## config.mk

```make
export PLATFORM = sky130hd
export DESIGN_NAME = seg_xlate
export DESIGN_NICKNAME = d
export VERILOG_FILES = /design/src/rtl/seg_pkg.sv /design/src/rtl/seg_entry_cache.sv /design/src/rtl/seg_checker.sv /design/src/rtl/seg_xlate.sv
export SDC_FILE = /design/constraint.sdc
export NUM_CORES = 1
export LEC_CHECK = 0
export CAP_MARGIN = 20
export CORE_ASPECT_RATIO = 0.9
export CORE_MARGIN = 2
export CORE_UTILIZATION = 54
export CTS_CLUSTER_DIAMETER = 60
export DETAILED_ROUTE_END_ITERATION = 10
export GPL_TIMING_DRIVEN = 0
export PLACE_DENSITY = 0.82
export SLEW_MARGIN = 30
export SYNTH_ARGS = -nofsm -noshare
export SYNTH_HDL_FRONTEND = slang
export SYNTH_SLANG_ARGS = --single-unit
```

## constraint.sdc

```tcl
create_clock -name clk -period 4.3 [get_ports clk]
set_input_delay 0.86 -clock clk [delete_from_list [all_inputs] [get_ports clk]]
set_output_delay 0.86 -clock clk [all_outputs]
set_load 0.05 [all_outputs]
```

## src/rtl/seg_pkg.sv

```systemverilog
package seg_pkg;

    typedef enum logic [2:0] {
        FLT_NONE    = 3'd0,
        FLT_RANGE   = 3'd1,
        FLT_INVALID = 3'd2,
        FLT_LIMIT   = 3'd3,
        FLT_PRIV    = 3'd4
    } fault_e;

    typedef enum logic [1:0] {
        ACC_READ  = 2'd0,
        ACC_WRITE = 2'd1,
        ACC_EXEC  = 2'd2,
        ACC_RSVD  = 2'd3
    } acc_e;

    typedef enum logic [2:0] {
        ST_IDLE,
        ST_RD_BASE,
        ST_RD_LIM,
        ST_CHECK,
        ST_RESP
    } state_e;

    typedef struct packed {
        logic valid;
        logic rd;
        logic wr;
        logic ex;
    } perm_t;

endpackage

```

## src/rtl/seg_entry_cache.sv

```systemverilog
module seg_entry_cache
    import seg_pkg::*;
#(
    parameter int SEG_W = 4,
    parameter int PA_W  = 20,
    parameter int LIM_W = 11,
    parameter int MA_W  = 16
) (
    input  logic             clk,
    input  logic             rst_n,
    input  logic             load,
    input  logic [SEG_W-1:0] load_seg,
    input  logic [MA_W-1:0]  load_tbl,
    input  logic [PA_W-1:0]  load_base,
    input  logic [LIM_W-1:0] load_limit,
    input  perm_t            load_perm,
    input  logic [SEG_W-1:0] look_seg,
    input  logic [MA_W-1:0]  look_tbl,
    output logic             hit,
    output logic [PA_W-1:0]  base,
    output logic [LIM_W-1:0] limit,
    output perm_t            perm
);

    logic             vld_q;
    logic [SEG_W-1:0] seg_q;
    logic [MA_W-1:0]  tbl_q;

    always_ff @(posedge clk or negedge rst_n) begin
        if (!rst_n) begin
            vld_q <= 1'b0;
            seg_q <= '0;
            tbl_q <= '0;
            base  <= '0;
            limit <= '0;
            perm  <= '0;
        end else if (load) begin
            vld_q <= 1'b1;
            seg_q <= load_seg;
            tbl_q <= load_tbl;
            base  <= load_base;
            limit <= load_limit;
            perm  <= load_perm;
        end
    end

    assign hit = vld_q && (seg_q == look_seg) && (tbl_q == look_tbl);

endmodule

```

## src/rtl/seg_checker.sv

```systemverilog
module seg_checker
    import seg_pkg::*;
#(
    parameter int OFF_W = 10,
    parameter int PA_W  = 20,
    parameter int LIM_W = OFF_W + 1
) (
    input  logic [PA_W-1:0]  base,
    input  logic [LIM_W-1:0] limit,
    input  perm_t            perm,
    input  logic [OFF_W-1:0] off,
    input  logic [1:0]       acc,
    output logic [2:0]       fault,
    output logic [PA_W-1:0]  pa
);

    logic allowed;

    always_comb begin
        unique case (acc_e'(acc))
            ACC_READ:  allowed = perm.rd;
            ACC_WRITE: allowed = perm.wr;
            ACC_EXEC:  allowed = perm.ex;
            default:   allowed = 1'b0;
        endcase
    end

    always_comb begin
        if (!perm.valid)
            fault = FLT_INVALID;
        else if ({1'b0, off} >= limit)
            fault = FLT_LIMIT;
        else if (!allowed)
            fault = FLT_PRIV;
        else
            fault = FLT_NONE;
    end

    assign pa = base + PA_W'(off);

endmodule

```

## src/rtl/seg_xlate.sv

```systemverilog
module seg_xlate
    import seg_pkg::*;
#(
    parameter int SEG_W  = 4,
    parameter int OFF_W  = 10,
    parameter int PA_W   = 20,
    parameter int MA_W   = 16,
    parameter int DATA_W = 32
) (
    input  logic              clk,
    input  logic              rst_n,
    input  logic [MA_W-1:0]   tbl_base,
    input  logic [SEG_W:0]    tbl_len,
    input  logic              req_valid,
    output logic              req_ready,
    input  logic [SEG_W-1:0]  req_seg,
    input  logic [OFF_W-1:0]  req_off,
    input  logic [1:0]        req_acc,
    output logic              done,
    output logic [PA_W-1:0]   pa,
    output logic [2:0]        fault,
    output logic              mem_req,
    output logic [MA_W-1:0]   mem_addr,
    input  logic              mem_rvalid,
    input  logic [DATA_W-1:0] mem_rdata
);

    localparam int LIM_W    = OFF_W + 1;
    localparam int FLAG_MSB = DATA_W - 1;

    state_e state_q, state_d;

    logic [SEG_W-1:0] seg_q;
    logic [OFF_W-1:0] off_q;
    logic [1:0]       acc_q;
    logic [MA_W-1:0]  tbl_q;
    logic [PA_W-1:0]  base_q;
    logic [2:0]       res_fault_q;
    logic [PA_W-1:0]  res_pa_q;

    logic             accept, range_bad, hit, cache_load;
    logic [PA_W-1:0]  c_base;
    logic [LIM_W-1:0] c_limit;
    perm_t            c_perm, rd_perm;
    logic [2:0]       chk_fault;
    logic [PA_W-1:0]  chk_pa;
    logic [MA_W-1:0]  entry_addr;

    assign accept     = req_valid && (state_q == ST_IDLE);
    assign range_bad  = {1'b0, req_seg} >= tbl_len;
    assign cache_load = (state_q == ST_RD_LIM) && mem_rvalid;
    assign rd_perm    = mem_rdata[FLAG_MSB -: 4];
    assign entry_addr = tbl_q + MA_W'({seg_q, 1'b0});

    seg_entry_cache #(
        .SEG_W(SEG_W), .PA_W(PA_W), .LIM_W(LIM_W), .MA_W(MA_W)
    ) u_cache (
        .clk        (clk),
        .rst_n      (rst_n),
        .load       (cache_load),
        .load_seg   (seg_q),
        .load_tbl   (tbl_q),
        .load_base  (base_q),
        .load_limit (mem_rdata[LIM_W-1:0]),
        .load_perm  (rd_perm),
        .look_seg   (req_seg),
        .look_tbl   (tbl_base),
        .hit        (hit),
        .base       (c_base),
        .limit      (c_limit),
        .perm       (c_perm)
    );

    seg_checker #(
        .OFF_W(OFF_W), .PA_W(PA_W), .LIM_W(LIM_W)
    ) u_check (
        .base  (c_base),
        .limit (c_limit),
        .perm  (c_perm),
        .off   (off_q),
        .acc   (acc_q),
        .fault (chk_fault),
        .pa    (chk_pa)
    );

    // state register
    always_ff @(posedge clk or negedge rst_n) begin
        if (!rst_n) state_q <= ST_IDLE;
        else        state_q <= state_d;
    end

    // transitions
    always_comb begin
        state_d = state_q;
        unique case (state_q)
            ST_IDLE: begin
                if (accept) begin
                    if (range_bad)  state_d = ST_RESP;
                    else if (hit)   state_d = ST_CHECK;
                    else            state_d = ST_RD_BASE;
                end
            end
            ST_RD_BASE: if (mem_rvalid) state_d = ST_RD_LIM;
            ST_RD_LIM:  if (mem_rvalid) state_d = ST_CHECK;
            ST_CHECK:   state_d = ST_RESP;
            ST_RESP:    state_d = ST_IDLE;
            default:    state_d = ST_IDLE;
        endcase
    end

    // request capture and result registers
    always_ff @(posedge clk or negedge rst_n) begin
        if (!rst_n) begin
            seg_q       <= '0;
            off_q       <= '0;
            acc_q       <= '0;
            tbl_q       <= '0;
            base_q      <= '0;
            res_fault_q <= FLT_NONE;
            res_pa_q    <= '0;
        end else begin
            if (accept) begin
                seg_q <= req_seg;
                off_q <= req_off;
                acc_q <= req_acc;
                tbl_q <= tbl_base;
                if (range_bad) begin
                    res_fault_q <= FLT_RANGE;
                    res_pa_q    <= '0;
                end
            end
            if ((state_q == ST_RD_BASE) && mem_rvalid)
                base_q <= mem_rdata[PA_W-1:0];
            if (state_q == ST_CHECK) begin
                res_fault_q <= chk_fault;
                res_pa_q    <= (chk_fault == FLT_NONE) ? chk_pa : '0;
            end
        end
    end

    // outputs
    always_comb begin
        req_ready = 1'b0;
        done      = 1'b0;
        mem_req   = 1'b0;
        mem_addr  = '0;
        unique case (state_q)
            ST_IDLE:    req_ready = 1'b1;
            ST_RD_BASE: begin mem_req = 1'b1; mem_addr = entry_addr; end
            ST_RD_LIM:  begin mem_req = 1'b1; mem_addr = entry_addr + MA_W'(1); end
            ST_CHECK:   ;
            ST_RESP:    done = 1'b1;
            default:    ;
        endcase
    end

    assign pa    = res_pa_q;
    assign fault = res_fault_q;

endmodule

```

Word level (Yosys, flattened, before mapping)
Cells that the tools add are included.
{"block": "word_totals", "out_inout_bits": 42, "inputBits": 73, "wordCells": 67, "register_bits": 134}
{"block": "op_classes", "add_sub_neg": 3, "n_reduce_logical": 13, "n_eq_ne": 11, "order_cmp": 2, "n_mux": 21}
{"op": "20-bit 2-to-1 mux", "count": 4}
{"op": "16-bit case mux with 2 select lines", "count": 1}
{"op": "3-bit 2-to-1 mux", "count": 10}
{"op": "20-bit by 10-bit adder with 20-bit output", "count": 1}
{"op": "16-bit by 1-bit adder with 16-bit output (second input constant)", "count": 1}
{"op": "16-bit by 5-bit adder with 16-bit output", "count": 1}
{"op": "16-bit equality test", "count": 1}
{"op": "3-bit case mux with 4 select lines", "count": 1}
{"op": "10-bit by 11-bit greater-or-equal comparator with 1-bit output", "count": 1}
{"op": "3-bit by 2-bit equality test with 1-bit output (second input constant)", "count": 2}
{"op": "3-bit zero test", "count": 2}
{"op": "2-bit inequality test (second input constant)", "count": 3}
{"op": "4-bit by 5-bit greater-or-equal comparator with 1-bit output", "count": 1}
{"op": "1-bit logical AND", "count": 5}
{"op": "4-bit equality test", "count": 1}
{"op": "2-bit nonzero test", "count": 2}
{"op": "3-bit by 1-bit equality test with 1-bit output (second input constant)", "count": 1}
{"op": "3-bit equality test (second input constant)", "count": 1}
{"op": "1-bit 2-to-1 mux", "count": 3}
{"op": "1-bit case mux with 3 select lines", "count": 1}
{"op": "3-bit AND reduction", "count": 1}
{"op": "2-bit by 1-bit equality test with 1-bit output (second input constant)", "count": 1}
{"op": "2-bit equality test (second input constant)", "count": 1}
{"op": "2-bit zero test", "count": 1}
{"op": "3 further kinds", "count": 3}

Depth between registers and ports, before layout
{"block": "depth", "depth_word": 8, "depth_mapped": 10}

Hierarchy
A second synthesis with hierarchy kept.
{"block": "hier_totals", "hier_cells": 594, "hier_area_um2": 7054.3}
{"mod": "seg_xlate", "n_inst": 1, "cells_each": 325, "area_per_inst_um2": 3860.0, "seq_area_each_um2": 1951.9}
{"mod": "seg_entry_cache", "n_inst": 1, "cells_each": 145, "area_per_inst_um2": 2280.9, "seq_area_each_um2": 1401.3}
{"mod": "seg_checker", "n_inst": 1, "cells_each": 124, "area_per_inst_um2": 913.4, "seq_area_each_um2": 0.0}

Worst setup path after synthesis
OpenSTA, ideal clock, no wires.
{"block": "synth_timing", "path_type": "reg-to-output", "from": "register seg_q[0]", "to": "output mem_addr[8]", "t_arrival_ps": 3203, "slack_ps": 237, "path_buffers": 1, "stages_incl_launch_ff": 9, "cell_sequence": "dfrtp_1 > ha_1 > fa_1 > a211oi_2 > nor2_2 > buf_4 > nor2_2 > nand4_1 > a221oi_1"}
{"block": "synth_via", "elab_chain_len": 3}
{"item": "start, declared", "line_no": "seg_xlate.sv:33", "text": "logic [SEG_W-1:0] seg_q;"}
{"item": "start signal, assigned", "line_no": "seg_xlate.sv:123", "text": "seg_q <= req_seg;"}
{"item": "16-bit by 5-bit adder with 16-bit output *", "line_no": "seg_xlate.sv:53", "text": "assign entry_addr = tbl_q + MA_W'({seg_q, 1'b0});"}
{"item": "16-bit by 1-bit adder with 16-bit output", "line_no": "seg_xlate.sv:150", "text": "ST_RD_LIM: begin mem_req = 1'b1; mem_addr = entry_addr + MA_W'(1); end"}
{"item": "16-bit case mux with 2 select lines *", "line_no": "seg_xlate.sv:147", "text": "unique case (state_q)"}
{"item": "end, declared", "line_no": "seg_xlate.sv:23", "text": "output logic [MA_W-1:0] mem_addr,"}
Every way passes the cells marked *; elsewhere a longest branch is shown, timed or not.

Worst setup path in the final report
{"block": "layout_timing", "from": "register seg_q[0]", "to": "output mem_addr[15]"}
Same word-level chain as after synthesis.

==> out/qor.txt <==
total routing usage reported by global routing - 25.4%
Data arrival, critical path - 3370 ps
Num CTS Buffers - 17
reported leakage power - 3.86 nW
total met2 wirelength after detailed routing - 8250 um
hold-fix buffer count after cts - 0
register cell area after layout - 3350 um^2
Skew-Pair Late Insertion Delay - 420 ps
vias in the first global route - 5640
run status - completed
xor and xnor fraction of the mapped netlist area - 6.35%
Total Die Area - 14200 um^2
CTS HTree Levels - 4
maximum number of pins on one net before global-route repair - 72
Std-Cell Rows - 39
Final Hold Slack - 374 ps
Top FF cell, synth - sky130_fd_sc_hd__dfrtp_1
buffer levels on the longest clock path - 2
number of enable-type register cells in the synthesized netlist - 0
worst-case headroom to the max-slew limit - 50.6%
pre-CTS setup slack - -219 ps
maximum resistive drop on vdd - 0.473 mV
highest-count cells in the layout ignoring fill and taps - 134 x sky130_fd_sc_hd__dfrtp_1, 94 x sky130_fd_sc_hd__clkdlybuf4s50_1, 93 x sky130_fd_sc_hd__mux2_2
Worst Tran Pin Value - 733 ps
post-synthesis sequential area ratio - 46.7%
number of synthesis warnings - 0
Post-DP Area - 8470 um^2
Starting Density - 55.9%
kind of critical path - flip-flop to output pin
design area - 9130 um^2
simple-gate portion of the synthesized area - 10.8%
fraction of synthesis flops using an asynchronous set or reset pin - 100%
power per unit of standard cell area - 933 nW/um^2
final setup violation count - 0
residual antenna-violating net count after detailed routing - 0
library cells used by synthesis - 64
IO Pins - 115
cell types with the largest area share after synthesis - sky130_fd_sc_hd__dfrtp_1 47%, sky130_fd_sc_hd__mux2_2 15%, sky130_fd_sc_hd__ha_1 5.1%, sky130_fd_sc_hd__xor2_1 3.8%, sky130_fd_sc_hd__o21ai_0 2.7%
final hold viol count - 0
ratio of cells with drive above 1 in the final layout - 22.8%
Post-Syn Area per Cell - 11.4 um^2
final worst-path setup slack - 74.9 ps
total instance count after detailed placement - 900
final period utilization - 98.3%
CP Data Required Time - 3440 ps
worst clock skew - 7.15 ps
main combinational cell family by area after synthesis - multiplexers
number of inserted filler cells in the final layout - 906
GRT Residual Overflow - 0
CTS clock-pin slew for the worst setup and hold paths - 60 ps
complex-gate fraction of the synthesized area - 12.6%
library cell with the largest summed area after synthesis - sky130_fd_sc_hd__dfrtp_1
post-synth top area share - 46.7%
worst min-delay path class - input pin to asynchronous set/reset pin
total wire length - 17400 um
setup repair after global routing missed its margin - true
Final Slew Violations - 0
wire length of the first global-routing pass - 28500 um
most common cell after layout, fill and taps aside - sky130_fd_sc_hd__dfrtp_1
synthesis-stage register bit count - 134
highest layer used for signal routing - met4
vertical die dimension - 113 um
Mapped Nets - 733
crit end category - output pin
Clock Root Buffer - sky130_fd_sc_hd__clkbuf_16
largest driver fanout on the critical path - 10
number of nets in the finished design - 862
DP Wirelength - 12600 um
Diodes inserted - 0
Final Critical Period - 4230 ps
multi-input logic area - 3650 um^2
number of clock sinks - 134
routed length per placed instance - 18.7 um
Placeable Area - 12800 um^2
routed length on met1 - 7830 um
count of buffers inserted at the top-level ports - 106
reg-to-reg critical path endpoint - pa[15]
share of synthesized area spent on multiplexers - 15.0%
Cell Count, Final, Fillers Out - 932
post-synthesis cell area - 7170 um^2
synthesized-area fraction occupied by adder cells - 5.62%
Worst setup SP type - flip-flop
maxcap violations - 0
vias post-DR - 5472
number of remaining DRC errors - 0
clock tree from TritonCTS - built
die outline width - 125 um
Detailed Route Iter0 Violations - 459
R2R cell count - 8
reg2reg start - off_q[1]
gpl congestion - 0.908
antenna violations before repair - 0
minimum setup slack among reg-to-reg paths - 1580 ps
gate count after technology mapping - 629
maximum achievable frequency - 237 MHz
post-synthesis to final-layout area growth - 27.2%
Final Total Pwr - 0.00851 W
1st-pass router iterations - 5
post-DR vias/cell - 5.87
met3 layer wire length in the routed design - 978 um
## synth_stat cells (7+ instances only)
library cell and number:
sky130_fd_sc_hd__inv_1 22, sky130_fd_sc_hd__dfrtp_1 134, sky130_fd_sc_hd__a21oi_1 16, sky130_fd_sc_hd__o21ai_0 38, sky130_fd_sc_hd__a21o_1 14, sky130_fd_sc_hd__nand2_1 40
sky130_fd_sc_hd__nand3_1 11, sky130_fd_sc_hd__ha_1 29, sky130_fd_sc_hd__xor2_1 31, sky130_fd_sc_hd__nand4_1 8, sky130_fd_sc_hd__nand2b_1 7, sky130_fd_sc_hd__mux2_2 93
sky130_fd_sc_hd__xnor2_1 21, sky130_fd_sc_hd__clkbuf_1 13, sky130_fd_sc_hd__buf_2 13, sky130_fd_sc_hd__o2bb2ai_1 20, sky130_fd_sc_hd__nor2_1 21, sky130_fd_sc_hd__nor3_1 10
## flip-flops by register name, summed over array words and instances (netlist names), 3 cells and up
register       count
base_q            20
fault              3
off_q             10
pa                20
seg_q              4
state_q            3
tbl_q             16
u_cache.base      20
u_cache.limit     11
u_cache.perm       4
u_cache.seg_q      4
u_cache.tbl_q     16
## cells by family after synthesis
logic type | after synthesis
multiplexers | 96
buffers and inverters | 50
flip-flops | 134
AO/OA/AOI/OAI | 127
adder cells (fa/ha/maj) | 31
XOR/XNOR | 52
AND/OR/NAND/NOR | 139
## worst max-delay path by stage
stage                  start            to  slack, ps  cells after the start
global placement       rst_n    base_q[14]      -2640                      1
floorplan           seg_q[0]   mem_addr[8]        240                      8
detailed placement  seg_q[0]  mem_addr[15]       -220                     11
finish              seg_q[0]  mem_addr[15]         70                     12
CTS                 seg_q[0]  mem_addr[15]          7                     12
global route        seg_q[0]  mem_addr[15]        -60                     12
## per-layer routing
| layer | global-route usage (%) | up-vias |
|---|---|---|
| li1 | - | 2521 |
| met2 | 41.3 | 178 |
| met4 | 9.33 | 0 |
| met1 | 33.9 | 2738 |
| met3 | 5.44 | 35 |
| met5 | 0 | - |
## stage by stage
step | util [%] | TNS (ps)
floorplan | - | 0
global placement | 65.8 | -352280
detailed placement | 66.0 | -684
CTS | 71.0 | 0
global route | 71.1 | -112
finish | 71.1 | 0
## cell type report
type / count / share of cell area (%)
tap: 164 / 2.25
clock inverter: 8 / 1.63
clock buffer: 21 / 5.16
multi-input combinational: 445 / 40.0
sequential: 134 / 36.7
timing repair buffer: 110 / 11.9
inverter: 22 / 0.905
buffer: 28 / 1.37
## worst max-delay path: stages, from the launching register on
cell                       delay (ps)
sky130_fd_sc_hd__dfrtp_1          410
sky130_fd_sc_hd__ha_2             230
sky130_fd_sc_hd__fa_2             390
sky130_fd_sc_hd__a211oi_4         340
sky130_fd_sc_hd__nor2_2           110
sky130_fd_sc_hd__buf_4            200
sky130_fd_sc_hd__nor4_4           250
sky130_fd_sc_hd__buf_4            190
sky130_fd_sc_hd__nand3_2          110
sky130_fd_sc_hd__a211oi_2         180
sky130_fd_sc_hd__xor2_1            90
sky130_fd_sc_hd__o22ai_1          130
sky130_fd_sc_hd__buf_2            290
## power by group
| group | internal (W) | switching [W] | leakage, nW |
|---|---|---|---|
| sequential | 0.00189 | 0.000473 | 1.64 |
| clock | 0.00101 | 0.000523 | 0.297 |
| combinational | 0.00190 | 0.00272 | 1.92 |
## what timing repair did
item | CTS | global route
endpoints found under the setup margin | 11 | 10
buffers inserted | 3 | 0
pin swaps | 3 | 2
resized for setup | 32 | 18
No activity file was read; power rests on OpenSTA's default activity.
